==> config.mk <==
export PLATFORM = sky130hd
export DESIGN_NAME = dma_chan
export DESIGN_NICKNAME = d
export VERILOG_FILES = /design/src/rtl/dma_chan_pkg.sv /design/src/rtl/dma_chan_ptr.sv /design/src/rtl/dma_chan_ctrl.sv /design/src/rtl/dma_chan_seq.sv /design/src/rtl/dma_chan.sv
export SDC_FILE = /design/constraint.sdc
export NUM_CORES = 1
export LEC_CHECK = 0
export BUFFER_PORTS_ARGS = -buffer_cell sky130_fd_sc_hd__buf_2
export CAP_MARGIN = 15
export CORE_AREA = 3 3 131 165
export DETAILED_ROUTE_END_ITERATION = 8
export DIE_AREA = 0 0 134 168
export GPL_ROUTABILITY_DRIVEN = 0
export PLACE_DENSITY = 0.85
export SETUP_SLACK_MARGIN = 0.5
export SYNTH_ARGS = -nofsm -noshare
export SYNTH_HDL_FRONTEND = slang
export SYNTH_HIERARCHICAL = 1
export SYNTH_SLANG_ARGS = --single-unit
==> constraint.sdc <==
create_clock -name clk -period 8.4 [get_ports clk]
set_input_delay 1.26 -clock clk [delete_from_list [all_inputs] [get_ports clk]]
set_output_delay 1.26 -clock clk [all_outputs]
set_load 0.02 [all_outputs]
==> src/rtl/dma_chan_pkg.sv <==
package dma_chan_pkg;

  typedef enum logic [1:0] {
    USZ_BYTE = 2'd0,
    USZ_HALF = 2'd1,
    USZ_WORD = 2'd2,
    USZ_QUAD = 2'd3
  } usize_e;

  typedef enum logic [1:0] {
    PM_FIXED = 2'd0,
    PM_UP    = 2'd1,
    PM_DOWN  = 2'd2,
    PM_RSVD  = 2'd3
  } pmode_e;

  typedef enum logic [1:0] {
    SQ_IDLE = 2'd0,
    SQ_ARB  = 2'd1,
    SQ_RD   = 2'd2,
    SQ_WR   = 2'd3
  } seq_e;

  // control bits 8:1 map onto this struct, LSB first: burst, auto, size, smode, dmode
  typedef struct packed {
    pmode_e dmode;
    pmode_e smode;
    usize_e usize;
    logic   auto_go;
    logic   burst;
  } cfg_t;

  localparam logic [1:0] RA_SRC = 2'd0;
  localparam logic [1:0] RA_DST = 2'd1;
  localparam logic [1:0] RA_CNT = 2'd2;
  localparam logic [1:0] RA_CTL = 2'd3;

  localparam int CB_RUN  = 0;
  localparam int CB_CLRD = 16;
  localparam int CB_CLRH = 17;

  function automatic logic [4:0] unit_bytes(input usize_e s);
    case (s)
      USZ_BYTE: unit_bytes = 5'd1;
      USZ_HALF: unit_bytes = 5'd2;
      USZ_WORD: unit_bytes = 5'd4;
      default:  unit_bytes = 5'd16;
    endcase
  endfunction

endpackage

==> src/rtl/dma_chan_ptr.sv <==
module dma_chan_ptr
  import dma_chan_pkg::*;
#(
  parameter int AW = 32
) (
  input  logic          clk,
  input  logic          rst_n,
  input  logic          ld,
  input  logic [AW-1:0] ld_val,
  input  logic          step,
  input  pmode_e        mode,
  input  usize_e        usize,
  input  logic [1:0]    beat,
  output logic [AW-1:0] beat_addr
);

  logic [AW-1:0] ptr_q, ptr_d;
  logic [AW-1:0] delta;

  assign delta = {{(AW-5){1'b0}}, unit_bytes(usize)};

  always_comb begin
    ptr_d = ptr_q;
    if (ld) begin
      ptr_d = ld_val;
    end else if (step) begin
      case (mode)
        PM_UP:   ptr_d = ptr_q + delta;
        PM_DOWN: ptr_d = ptr_q - delta;
        default: ptr_d = ptr_q;
      endcase
    end
  end

  always_ff @(posedge clk or negedge rst_n) begin
    if (!rst_n) ptr_q <= '0;
    else        ptr_q <= ptr_d;
  end

  assign beat_addr = ptr_q + {{(AW-4){1'b0}}, beat, 2'b00};

  AST_FIXED_PTR_HOLDS: assert property (@(posedge clk) disable iff (!rst_n)
    (step && !ld && mode == PM_FIXED) |=> $stable(ptr_q));

endmodule

==> src/rtl/dma_chan_ctrl.sv <==
module dma_chan_ctrl
  import dma_chan_pkg::*;
#(
  parameter int CW = 24
) (
  input  logic          clk,
  input  logic          rst_n,
  input  logic          we,
  input  logic [1:0]    wsel,
  input  logic [CW-1:0] wcnt,
  input  logic          wrun,
  input  cfg_t          wcfg,
  input  logic          wclr_done,
  input  logic          wclr_half,
  input  logic          unit_done,
  output logic          src_ld,
  output logic          dst_ld,
  output logic          run,
  output cfg_t          cfg,
  output logic          last_unit,
  output logic          done_flag,
  output logic          half_flag
);

  localparam logic [CW-1:0] ONE      = {{(CW-1){1'b0}}, 1'b1};
  localparam logic [CW-1:0] HALF_MAX = {1'b1, {(CW-1){1'b0}}};

  logic [CW-1:0] cnt_q, cnt_d, tgt_q, tgt_d, cnt_dec;
  logic          run_d, done_d, half_d;
  cfg_t          cfg_d;
  logic          ctl_wr, cfg_open, start;

  assign ctl_wr   = we && (wsel == RA_CTL);
  assign cfg_open = !run;
  assign start    = ctl_wr && cfg_open && wrun;
  assign src_ld   = we && (wsel == RA_SRC) && cfg_open;
  assign dst_ld   = we && (wsel == RA_DST) && cfg_open;
  assign cnt_dec  = cnt_q - ONE;
  assign last_unit = (cnt_q == ONE);

  always_comb begin
    cnt_d  = cnt_q;
    tgt_d  = tgt_q;
    run_d  = run;
    cfg_d  = cfg;
    done_d = done_flag;
    half_d = half_flag;

    if (we && (wsel == RA_CNT) && cfg_open) cnt_d = wcnt;
    else if (unit_done)                     cnt_d = cnt_dec;

    if (ctl_wr && cfg_open) begin
      cfg_d = wcfg;
      run_d = wrun;
    end
    if (start) tgt_d = (cnt_q == '0) ? HALF_MAX : (cnt_q >> 1);

    if (unit_done && last_unit) run_d = 1'b0;

    if (unit_done && last_unit)   done_d = 1'b1;
    else if (ctl_wr && wclr_done) done_d = 1'b0;

    if (unit_done && (cnt_dec == tgt_q)) half_d = 1'b1;
    else if (ctl_wr && wclr_half)        half_d = 1'b0;
  end

  always_ff @(posedge clk or negedge rst_n) begin
    if (!rst_n) begin
      cnt_q     <= '0;
      tgt_q     <= '0;
      run       <= 1'b0;
      cfg       <= '0;
      done_flag <= 1'b0;
      half_flag <= 1'b0;
    end else begin
      cnt_q     <= cnt_d;
      tgt_q     <= tgt_d;
      run       <= run_d;
      cfg       <= cfg_d;
      done_flag <= done_d;
      half_flag <= half_d;
    end
  end

  AST_CFG_FROZEN: assert property (@(posedge clk) disable iff (!rst_n)
    (run && $past(run)) |-> $stable(cfg));

  AST_DONE_STOPS_RUN: assert property (@(posedge clk) disable iff (!rst_n)
    $rose(done_flag) |-> !run);

  AST_NO_COUNT_WHILE_IDLE: assert property (@(posedge clk) disable iff (!rst_n)
    (!run && !unit_done && !(we && wsel == RA_CNT)) |=> $stable(cnt_q));

endmodule

==> src/rtl/dma_chan_seq.sv <==
module dma_chan_seq
  import dma_chan_pkg::*;
(
  input  logic        clk,
  input  logic        rst_n,
  input  logic        run,
  input  logic        burst,
  input  logic        auto_go,
  input  usize_e      usize,
  input  logic        last_unit,
  input  logic        req,
  input  logic        bus_gnt,
  input  logic        mem_ack,
  input  logic [31:0] mem_rdata,
  output logic        bus_req,
  output logic        mem_rd,
  output logic        mem_wr,
  output logic [1:0]  beat,
  output logic [31:0] hold,
  output logic        unit_done
);

  seq_e        st_q, st_d;
  logic [1:0]  beat_d;
  logic [31:0] hold_d;
  logic        pend_q, pend_d;
  logic        go, take, last_beat;

  assign go        = run && (auto_go || pend_q);
  assign take      = (st_q == SQ_IDLE) && go;
  assign last_beat = (usize != USZ_QUAD) || (beat == 2'd3);
  assign unit_done = (st_q == SQ_WR) && mem_ack && last_beat;
  assign pend_d    = run && ((pend_q && !take) || req);

  always_comb begin
    st_d   = st_q;
    beat_d = beat;
    case (st_q)
      SQ_IDLE: if (go) st_d = SQ_ARB;
      SQ_ARB:  if (bus_gnt) st_d = SQ_RD;
      SQ_RD:   if (mem_ack) st_d = SQ_WR;
      SQ_WR: begin
        if (mem_ack) begin
          if (!last_beat) begin
            beat_d = beat + 2'd1;
            st_d   = SQ_RD;
          end else begin
            beat_d = 2'd0;
            st_d   = (burst && !last_unit) ? SQ_RD : SQ_IDLE;
          end
        end
      end
      default: st_d = SQ_IDLE;
    endcase
  end

  assign hold_d = (st_q == SQ_RD && mem_ack) ? mem_rdata : hold;

  always_ff @(posedge clk or negedge rst_n) begin
    if (!rst_n) begin
      st_q   <= SQ_IDLE;
      beat   <= 2'd0;
      pend_q <= 1'b0;
      hold   <= '0;
    end else begin
      st_q   <= st_d;
      beat   <= beat_d;
      pend_q <= pend_d;
      hold   <= hold_d;
    end
  end

  assign bus_req = (st_q != SQ_IDLE);
  assign mem_rd  = (st_q == SQ_RD);
  assign mem_wr  = (st_q == SQ_WR);

  AST_ACCESS_NEEDS_GNT: assert property (@(posedge clk) disable iff (!rst_n)
    (mem_rd || mem_wr) |-> bus_gnt);

  AST_ACCESS_HELD: assert property (@(posedge clk) disable iff (!rst_n)
    (mem_rd && !mem_ack) |=> mem_rd);

  AST_STEAL_RELEASE: assert property (@(posedge clk) disable iff (!rst_n)
    (unit_done && !burst) |=> !bus_req);

  AST_BURST_HOLD: assert property (@(posedge clk) disable iff (!rst_n)
    (unit_done && burst && !last_unit) |=> (bus_req && mem_rd));

  AST_STOPPED_NO_REQ: assert property (@(posedge clk) disable iff (!rst_n)
    (!run && !mem_wr) |-> !mem_rd);

endmodule

==> src/rtl/dma_chan.sv <==
module dma_chan
  import dma_chan_pkg::*;
#(
  parameter int AW = 32,
  parameter int CW = 24
) (
  input  logic          clk,
  input  logic          rst_n,
  input  logic          reg_we,
  input  logic [1:0]    reg_addr,
  input  logic [AW-1:0] reg_wdata,
  input  logic          req,
  output logic          bus_req,
  input  logic          bus_gnt,
  output logic          mem_rd,
  output logic          mem_wr,
  output logic [AW-1:0] mem_addr,
  output logic [1:0]    mem_size,
  output logic [31:0]   mem_wdata,
  input  logic [31:0]   mem_rdata,
  input  logic          mem_ack,
  output logic          ch_en,
  output logic          irq_half,
  output logic          irq_done
);

  logic [1:0]    rst_sync;
  logic          rst_l;
  logic          src_ld, dst_ld, last_unit, unit_done;
  cfg_t          cfg;
  logic [1:0]    beat;
  logic [AW-1:0] src_addr, dst_addr;

  always_ff @(posedge clk or negedge rst_n) begin
    if (!rst_n) rst_sync <= 2'b00;
    else        rst_sync <= {rst_sync[0], 1'b1};
  end
  assign rst_l = rst_sync[1];

  dma_chan_ctrl #(.CW(CW)) u_ctrl (
    .clk       (clk),
    .rst_n     (rst_l),
    .we        (reg_we),
    .wsel      (reg_addr),
    .wcnt      (reg_wdata[CW-1:0]),
    .wrun      (reg_wdata[CB_RUN]),
    .wcfg      (cfg_t'(reg_wdata[8:1])),
    .wclr_done (reg_wdata[CB_CLRD]),
    .wclr_half (reg_wdata[CB_CLRH]),
    .unit_done (unit_done),
    .src_ld    (src_ld),
    .dst_ld    (dst_ld),
    .run       (ch_en),
    .cfg       (cfg),
    .last_unit (last_unit),
    .done_flag (irq_done),
    .half_flag (irq_half)
  );

  dma_chan_ptr #(.AW(AW)) u_src (
    .clk       (clk),
    .rst_n     (rst_l),
    .ld        (src_ld),
    .ld_val    (reg_wdata),
    .step      (unit_done),
    .mode      (cfg.smode),
    .usize     (cfg.usize),
    .beat      (beat),
    .beat_addr (src_addr)
  );

  dma_chan_ptr #(.AW(AW)) u_dst (
    .clk       (clk),
    .rst_n     (rst_l),
    .ld        (dst_ld),
    .ld_val    (reg_wdata),
    .step      (unit_done),
    .mode      (cfg.dmode),
    .usize     (cfg.usize),
    .beat      (beat),
    .beat_addr (dst_addr)
  );

  dma_chan_seq u_seq (
    .clk       (clk),
    .rst_n     (rst_l),
    .run       (ch_en),
    .burst     (cfg.burst),
    .auto_go   (cfg.auto_go),
    .usize     (cfg.usize),
    .last_unit (last_unit),
    .req       (req),
    .bus_gnt   (bus_gnt),
    .mem_ack   (mem_ack),
    .mem_rdata (mem_rdata),
    .bus_req   (bus_req),
    .mem_rd    (mem_rd),
    .mem_wr    (mem_wr),
    .beat      (beat),
    .hold      (mem_wdata),
    .unit_done (unit_done)
  );

  assign mem_addr = mem_rd ? src_addr : dst_addr;
  assign mem_size = (cfg.usize == USZ_QUAD) ? 2'd2 : cfg.usize;

  AST_ONE_STROBE: assert property (@(posedge clk) disable iff (!rst_l)
    !(mem_rd && mem_wr));

  AST_QUAD_WORDS: assert property (@(posedge clk) disable iff (!rst_l)
    ((mem_rd || mem_wr) && cfg.usize == USZ_QUAD) |-> (mem_size == 2'd2 && mem_addr[1:0] == src_addr[1:0]));

endmodule

==> summary.txt, run 1 <==
Final layout
  – Footprint of the multi-input gates: 8510 um^2
  – Design area: 14400 um^2
  – N_diodes: 0
  – Layout area overhead: 10.0%
  – Filler cells: approximately 1500
  – FF+latch area: 4060 um^2
  – Share of layout cells above drive strength 1: 0.198
  – Nets: ~1700

Global routing
  – Largest net degree at the start of global routing: 79
  – Global-route usage over all layers: 0.297
  – Global-route wire length before repair: 54.8 mm
  – Overflow left after global routing: 0
  – Number of global-route vias before repair: 11000
  – Initial antenna violation count: 0

STA
  – Hold Worst Slack: 0.141 ns
  – Setup_tns: 0 ns
  – Clk_skew: 0.0132 ns
  – Final hold vios: 0
  – Pins Over Slew Limit: 0
  – Min Tclk post-route: 4.82 ns
  – Worst slew pin tran: 1.04 ns
  – Tcrit/Tclk final: 0.574
  – Slew Limit Headroom: 0.309
  – Max Clock Freq: 207 MHz
  – Unrepaired setup endpoints after global routing: no
  – Final setup vio count: 0

Critical path
  – Required @ worst endpoint: around 7.1 ns
  – Critical Path Start Type: flop
  – Crit-path leading delay family: simple AND/OR/NAND/NOR gates
  – Crit path largest cell delay: 0.43 ns
  – Critical path capture point type: output pin
  – CP max FO: 5
  – Critical Path, Cell by Cell: ha_1 -> inv_1 -> fa_1 -> nor2_1 -> and4_1 -> nor2b_1 -> nand4_1 -> inv_1 -> nand2_1 -> xnor2_1 -> mux2_4 -> buf_2
  – Buffers plus inverters on the worst setup path: 3
  – Most common cell on crit path: inv_1
  – CP arrival: 3.56 ns
  – CP startpoint: u_seq/beat[0]
  – Setup CP Type: flop to output pin
  – Slowest stage cell, crit path: dfrtp_1
  – Worst r2r src: u_ctrl/cfg[4]

Route
  – Initial DRC count: 1047
  – Remaining antenna violation count after routing: 0
  – TritonRoute pass-1 iters: 5
  – Vias per inst: 6.17
  – Total Routed Length: approximately 34 mm
  – Total number of vias: 11400
  – Post-DR wirelength/cell: 18.2 um
  – DRC Markers: 0

Clocking
  – Inserted Clock Buffers: 17
  – TritonCTS clock tree: built
  – Setup Buffers After CTS: 0
  – Clk slew on worst S/H paths: 0.08 ns
  – Worst skew pair latency: 0.43 ns
  – H-tree depth: 4
  – Root Driver: clkbuf_16
  – Post_cts resized: 0
  – Clock Tree Buf Depth: 2
  – CTS Sinks: 162
  – Hold-fix buffer count after cts: 0

Synthesis
  – Number of library cell types mapped by synthesis: 93
  – Seq cells post-synth: 162
  – Sequential area share after synthesis: 0.309
  – Post-synth EDFFs: 0
  – Net Count, Synth: approximately 1600
  – Synth Cell Area: 13100 um^2
  – Asr flop ratio synth: 1.00
  – Synthesized area per cell: between 8 and 9 um^2
  – Yosys warns: 6
  – Top FF cell, synth: dfrtp_1
  – Post-Synthesis Cells: 1465

Floorplanning
  – Starting density of the core: 0.652
  – Rows: 58
  – I/O pin count: around 140
  – Die extent in x: 134 um
  – Chip height: 168 um
  – Die area: 22500 um^2
  – Core Region: 20100 um^2

Placed design
  – Cell Area, Placed: about 14000 um^2
  – Hpwl dp: 24.8 mm
  – # port buffers: 143

Hold path
  – Worst min path class: flop to async pin

Pwr
  – Total power draw: 0.00424 W
  – Static Leak: a little under 7 nW
  – Peak supply drop: between 0.00015 and 0.0002 V
  – PwrDens: 294 nW/um^2

Run
  – Max Cap Violations: 0

Run status
  – Outcome: complete, no violations
## layout by cell type, fill, tap and decap left out, types with 8 or more instances in the layout
cell type  synthesis  layout
a211oi_1           8       8
a21o_1            32      32
a21oi_1          102     101
a22o_1            19      19
and3_1            15      15
buf_2              7     143
buf_4              5       9
clkbuf_16          0      17
dfrtp_1          162     161
ha_1              70      70
inv_1             35      35
mux2_2            16      16
mux2_4            60      60
mux2i_1           17      17
nand2_1          209     208
nand2b_1          16      16
nand3_1           38      38
nand4_1           25      25
nor2_1            94      93
nor2b_1           14      14
nor3_1            19      18
nor4_1            12      12
o21ai_0          100     100
o21ai_1           11      10
o21bai_1          11      11
xnor2_1           98      98
xor2_1            66      66
## state kept, by name, summed over array words and instances, names as in the netlist
signal,flops
rst_sync,2
u_ctrl/cfg,8
u_ctrl/cnt_q,24
u_ctrl/done_flag,1
u_ctrl/half_flag,1
u_ctrl/run,1
u_ctrl/tgt_q,24
u_dst/ptr_q,32
u_seq/beat,2
u_seq/hold,32
u_seq/pend_q,1
u_seq/st_q,2
u_src/ptr_q,32
## path summary, 6_finish.rpt
| kind | endpoint | slack (ns) | cells past startpoint |
|---|---|---|---|
| worst max-delay path | mem_addr[30] | 3.58 | 12 |
| worst min-delay path | u_ctrl/cnt_q[23] | 0.14 | 0 |
| worst max register to register | u_src/ptr_q[28] | 4.25 | 13 |
| worst min register to register | u_ctrl/cnt_q[23] | 0.14 | 0 |
| max in group asynchronous | u_seq/hold[0] | 7.03 | 1 |
| min in group clk | rst_sync[1] | 0.35 | 0 |
## area by class of cell
| type | count | share of cell area |
|---|---|---|
| multi-input combinational | 1191 | 0.591 |
| sequential | 162 | 0.282 |
| timing repair buffer | 152 | 0.0543 |
| clock buffer | 17 | 0.0295 |
| tap | 270 | 0.0234 |
| clock inverter | 15 | 0.0111 |
| inverter | 36 | 0.00938 |
## where the power goes
part | internal (W) | switching (W) | leakage (nW)
clock network | 0.000400 | 0.000373 | 0.286
registers | 0.00103 | 0.000360 | 2.13
logic | 0.000918 | 0.00116 | 4.52
## kinds of logic after synthesis
group / after synthesis / share of synthesized area
AOI/OAI and AO/OA: 360 / 0.183
xor gates and xnor gates: 164 / 0.110
buffers and inverters: 112 / 0.0434
muxes: 93 / 0.0955
DFF: 162 / 0.309
other: 1 / 0.000286
adders and majority gates: 74 / 0.0730
and+or+nand+nor: 499 / 0.185
## synth_stat cells, types with 5 or more instances
master	instances	area [um^2]
o21ai_1	11	55.1
and4_1	6	52.6
nor2b_1	14	87.6
a22o_1	19	166
a31oi_1	7	43.8
xnor2_1	98	858
nand3_1	38	190
o21bai_1	11	82.6
a221o_1	5	50.1
o21ai_0	100	500
mux2i_1	17	170
and3_1	15	93.8
dfrtp_1	162	4050
nor4_1	12	75.1
nand2b_1	16	100
nor3b_1	5	37.5
nand4_1	25	156
inv_1	35	131
buf_12	6	120
mux2_2	16	180
a211oi_1	8	60.1
nand2_1	209	785
ha_1	70	876
xor2_1	66	578
and3b_1	7	61.3
and2_1	7	43.8
clkbuf_1	52	195
o21a_1	7	52.6
nor3_1	19	95.1
buf_4	5	37.5
buf_2	7	35.0
a21o_1	32	240
a21oi_1	102	510
mux2_4	60	901
o221ai_1	5	43.8
nor2_1	94	353
## routing by layer
| metal | GRT usage | part of all wire |
|---|---|---|
| met2 | 0.502 | 0.49 |
| met5 | 0 | 0 |
| met1 | 0.391 | 0.42 |
| met3 | 0.0406 | 0.064 |
| met4 | 0.105 | 0.027 |
## through the flow
step | instances | setup slack (ns) | utilization
3_5_place_dp | 1811 | 4.16 | 0.688
6_report | 1843 | 3.58 | 0.717
5_1_grt | 1843 | 3.44 | 0.717
2_1_floorplan | 1465 | 3.55 | -
3_3_place_gp | 1811 | 4.31 | 0.688
4_1_cts | 1843 | 3.64 | 0.717
Note: power is estimated with default switching activity, not from simulation.
==> run 2: changes to the inputs <==
Settings changed: CORE_AREA 3 3 131 165 to 3 3 136 170, DIE_AREA 0 0 134 168 to 0 0 139 173, PLACE_DENSITY 0.85 to 0.8.
Clock period 8.4 ns to 4.56 ns, I/O delays scaled along.
==> summary.txt, run 2 (synthesis results as in run 1) <==
Run status
  – Outcome: complete, no violations

STA
  – Unrepaired setup endpoints after global routing: yes
  – Slew Limit Headroom: 0.366
  – Pins Over Slew Limit: 0
  – Final hold vios: 0
  – Clk_skew: 0.0137 ns
  – Max Clock Freq: 257 MHz
  – Hold Worst Slack: 0.0162 ns
  – Worst slew pin tran: roughly 0.95 ns
  – Setup_tns: 0 ns
  – Tcrit/Tclk final: 0.854
  – Min Tclk post-route: 3.89 ns
  – Final setup vio count: 0

Critical path
  – Crit path largest cell delay: 0.45 ns
  – Reg2Reg Setup Slack: 0.98 ns
  – Crit-path leading delay family: simple AND/OR/NAND/NOR gates
  – Critical Path Start Type: flop
  – Worst R2R Path Depth: 14
  – Worst r2r src: u_ctrl/cfg[3]
  – R2r endpoint: u_src/ptr_q[28]
  – CP max FO: 6
  – Critical path capture point type: output pin
  – Setup CP Type: flop to output pin
  – Critical Path, Cell by Cell: ha_1 -> a21o_1 -> nor2b_1 -> nand4_1 -> nor2_1 -> and4_1 -> nand3_1 -> xnor2_1 -> mux2_4 -> buf_2
  – Buffers plus inverters on the worst setup path: 1
  – Slowest stage cell, crit path: dfrtp_1
  – Required @ worst endpoint: just under 4 ns
  – CP arrival: 3.21 ns

Global routing
  – Global-route usage over all layers: 0.283
  – Number of global-route vias before repair: 11300
  – Initial antenna violation count: 0
  – Global-route wire length before repair: 56.4 mm
  – Largest net degree at the start of global routing: 161
  – Overflow left after global routing: 0

Final layout
  – Filler cells: ~1700
  – Share of layout cells above drive strength 1: 0.202
  – Footprint of the multi-input gates: 8520 um^2
  – Most common library cell in the layout ignoring fill and taps: nand2_1
  – FF+latch area: approximately 4100 um^2
  – N_diodes: 0
  – Biggest regs: u_dst/ptr_q (32), u_seq/hold (32), u_src/ptr_q (32)
  – Commonest cells after routing, fill and taps aside: 209 x nand2_1, 161 x dfrtp_1, 143 x buf_2
  – Nets: 1714
  – Layout area overhead: 10.6%
  – Finished Layout Cells: 1860

Pwr
  – Peak supply drop: 0.000386 V
  – PwrDens: ~540 nW/um^2
  – Static Leak: 6.97 nW

Route
  – DRC Markers: 0
  – Initial DRC count: 966
  – Post-DR wirelength/cell: 18.5 um
  – Total Routed Length: 34.4 mm
  – TritonRoute pass-1 iters: 6
  – Total number of vias: 11400
  – Vias per inst: 6.13
  – Remaining antenna violation count after routing: 0

Run
  – Max Cap Violations: 0

Floorplanning
  – Chip height: 173 um
  – Die extent in x: about 140 um
  – Rows: 60
  – Starting density of the core: 0.606
  – Core Region: 21600 um^2
  – Die area: 24000 um^2
  – I/O pin count: 144

Clocking
  – Worst skew pair latency: 0.44 ns
  – TritonCTS clock tree: built
  – Hold-fix buffer count after cts: 0
  – Root Driver: clkbuf_16
  – Inserted Clock Buffers: 17
  – CTS Sinks: 162
  – Clk slew on worst S/H paths: 0.07 ns
  – Clock Tree Buf Depth: 2
  – H-tree depth: 4

Placed design
  – Hpwl dp: 25.5 mm
  – Placed cells: 1827
  – # port buffers: around 140

Hold path
  – Worst min path class: input pin to async pin
[run 2: power by group]
group          internal [W]  switching (W)
clock network      0.000728       0.000674
registers           0.00190       0.000656
logic               0.00170        0.00215
[run 2: area by class of cell]
cell class,count,share of cell area
inverters,36,0.00932
multi-input cells,1191,0.588
clock buffers,18,0.0296
flip-flops and latches,162,0.280
clock inverters,14,0.00932
repair buffers,160,0.0599
well taps,279,0.0241
[run 2: metal layers]
| metal | GRT usage | share of wire | vias up |
|---|---|---|---|
| met5 | 0 | 0 | - |
| met2 | 0.481 | 0.49 | 414 |
| li1 | - | - | 5403 |
| met3 | 0.0387 | 0.057 | 89 |
| met4 | 0.109 | 0.034 | 0 |
| met1 | 0.366 | 0.41 | 5500 |
[run 2: worst max-delay path by stage]
| stage | startpoint | endpoint | slack, ns | cells past startpoint |
|---|---|---|---|---|
| finish | u_seq/beat[1] | mem_addr[31] | 0.67 | 10 |
| global route | u_seq/beat[0] | mem_addr[26] | 0.49 | 12 |
| CTS | u_seq/beat[0] | mem_addr[26] | 0.51 | 12 |
| detailed placement | u_seq/beat[0] | mem_addr[26] | 1.02 | 12 |
| global placement | u_seq/beat[0] | mem_addr[26] | 1.03 | 12 |
| floorplan | u_ctrl/cfg[4] | u_src/ptr_q[30] | 1.14 | 13 |
[run 2: repair_timing]
action | 4_1_cts | 5_1_grt
setup buffers | 0 | 1
setup endpoints to repair | 0 | 6
resized for setup | 0 | 4
[run 2: metrics by stage]
step / power (W) / area, um^2 / utilization / setup slack, ns
2_1_floorplan: 0.00547 / 13100 / - / 1.14
3_3_place_gp: 0.00622 / 13900 / 0.643 / 1.03
3_5_place_dp: 0.00635 / 13900 / 0.643 / 1.02
4_1_cts: 0.00779 / 14500 / 0.669 / 0.510
5_1_grt: 0.00830 / 14500 / 0.670 / 0.487
6_report: 0.00781 / 14500 / 0.670 / 0.666
==> run 3: changes to the inputs <==
Settings changed: CORE_AREA 3 3 136 170 to 3 3 154 193, DIE_AREA 0 0 139 173 to 0 0 157 196, PLACE_DENSITY 0.8 to 0.65.
==> summary.txt, run 3 (synthesis results as in run 1) <==
Critical path
  – Critical Path Start Type: flop
  – CP max FO: 6
  – Reg2Reg Setup Slack: approximately 0.83 ns
  – Worst R2R Path Depth: 12
  – CP arrival: about 3.1 ns
  – Slowest stage cell, crit path: dfrtp_1
  – Worst r2r src: u_ctrl/cfg[6]
  – Setup CP Type: flop to output pin
  – Critical path capture point type: output pin
  – R2r endpoint: u_dst/ptr_q[31]
  – Crit path largest cell delay: 0.44 ns
  – Critical Path, Cell by Cell: ha_1 -> a21o_1 -> nor2b_1 -> nand4_1 -> buf_4 -> nor2_1 -> and4_1 -> nand3_1 -> xnor2_1 -> mux2_2 -> buf_2
  – Required @ worst endpoint: approximately 3.9 ns

Clocking
  – TritonCTS clock tree: built
  – Root Driver: clkbuf_16
  – H-tree depth: 4
  – Clock Tree Buf Depth: 2
  – Inserted Clock Buffers: 17
  – Worst skew pair latency: ~0.44 ns
  – CTS Sinks: 162
  – Clk slew on worst S/H paths: 0.07 ns

Route
  – Vias per inst: 5.61
  – Total number of vias: 10800
  – Remaining antenna violation count after routing: 0
  – Post-DR wirelength/cell: about 17 um
  – Total Routed Length: 33.8 mm
  – DRC Markers: 0
  – TritonRoute pass-1 iters: 5
  – Initial DRC count: 600

Run status
  – Outcome: complete, no violations

Global routing
  – Global-route wire length before repair: 54.5 mm
  – Largest net degree at the start of global routing: 99
  – Global-route usage over all layers: 0.219
  – Initial antenna violation count: 0
  – Overflow left after global routing: 0
  – Number of global-route vias before repair: 10600

Pwr
  – Peak supply drop: 0.000265 V
  – PwrDens: 530 nW/um^2
  – Static Leak: 6.96 nW
  – Total power draw: about 0.0077 W

Floorplanning
  – Die area: 30800 um^2
  – Chip height: just under 200 um
  – I/O pin count: 144
  – Core Region: 27800 um^2
  – Rows: 68
  – Die extent in x: 157 um
  – Starting density of the core: 0.471

STA
  – Clk_skew: 0.0131 ns
  – Pins Over Slew Limit: 0
  – Worst slew pin tran: 0.876 ns
  – Min Tclk post-route: between 3 and 4 ns
  – Unrepaired setup endpoints after global routing: no
  – Tcrit/Tclk final: 0.836
  – Final setup vio count: 0
  – Final hold vios: 0
  – Setup_tns: 0 ns
  – Slew Limit Headroom: 0.416
  – Max Clock Freq: 262 MHz

Placed design
  – Placed cells: 1897
  – Hpwl dp: approximately 26 mm
  – # port buffers: about 140

Hold path
  – Worst min path class: input pin to async pin

Final layout
  – Filler cells: 2562
  – Share of layout cells above drive strength 1: 0.202
  – Biggest regs: u_dst/ptr_q (32), u_seq/hold (32), u_src/ptr_q (32)
  – Most common library cell in the layout ignoring fill and taps: nand2_1
  – Nets: about 1700
  – Commonest cells after routing, fill and taps aside: 208 x nand2_1, 161 x dfrtp_1, 143 x buf_2
  – Final core utilization: 0.524
  – Finished Layout Cells: 1931
  – Layout area overhead: 11.3%

Run
  – Max Cap Violations: 0
[run 3: stage by stage]
step | setup slack [ns] | hold WS [ns] | cell area [um^2]
2_1_floorplan | 1.14 | 0.331 | 13100
3_3_place_gp | 0.912 | 0.334 | 14000
3_5_place_dp | 0.845 | 0.343 | 14000
4_1_cts | 0.571 | 0.00438 | 14600
5_1_grt | 0.509 | 0.00924 | 14600
6_report | 0.749 | 0.0268 | 14600
[run 3: worst max path at each step]
stage	start	endpoint	cells past startpoint
final	u_seq/beat[1]	mem_addr[29]	11
after detailed placement	u_ctrl/cfg[6]	u_dst/ptr_q[31]	12
after floorplan	u_ctrl/cfg[4]	u_src/ptr_q[30]	13
after CTS	u_seq/beat[0]	mem_addr[26]	12
after global routing	u_seq/beat[1]	mem_addr[29]	11
after global placement	u_ctrl/cfg[6]	u_dst/ptr_q[31]	12
[run 3: repair_timing]
| item | 4_1_cts | 5_1_grt |
|---|---|---|
| gates cloned | 0 | 0 |
| resized for setup | 1 | 3 |
| hold buffers | 0 | 0 |
| setup endpoints to repair | 3 | 6 |
| pin swaps | 0 | 1 |
| setup buffers | 0 | 1 |
[run 3: per-layer routing]
metal / track usage / wire length (um)
met1: 0.292 / 15600
met2: 0.371 / 16400
met3: 0.0293 / 1100
met4: 0.0629 / 719
met5: 0 / 0
[run 3: area by class of cell]
class | count | area [um^2] | share of cell area
diodes | 1 | 2.50 | 0.000172
well taps | 350 | 438 | 0.0300
multi-input cells | 1191 | 8520 | 0.585
flip-flops and latches | 162 | 4060 | 0.278
inverters | 36 | 135 | 0.00927
repair buffers | 159 | 848 | 0.0582
clock inverters | 14 | 140 | 0.00961
clock buffers | 18 | 429 | 0.0294
[run 3: worst max-delay path: cells and delay by family, from the launching register on]
kind	cells	cell delay (ns)
buffers and inverters	2	0.34
and+or+nand+nor	5	1.08
AOI/OAI and AO/OA	1	0.13
muxes	1	0.27
DFF	1	0.44
adders and majority gates	1	0.31
xor gates and xnor gates	1	0.14
[run 3: power breakdown]
group / internal (W) / total, W / switching, W
logic: 0.00170 / 0.00378 / 0.00208
clock network: 0.000725 / 0.00140 / 0.000671
registers: 0.00190 / 0.00255 / 0.000650
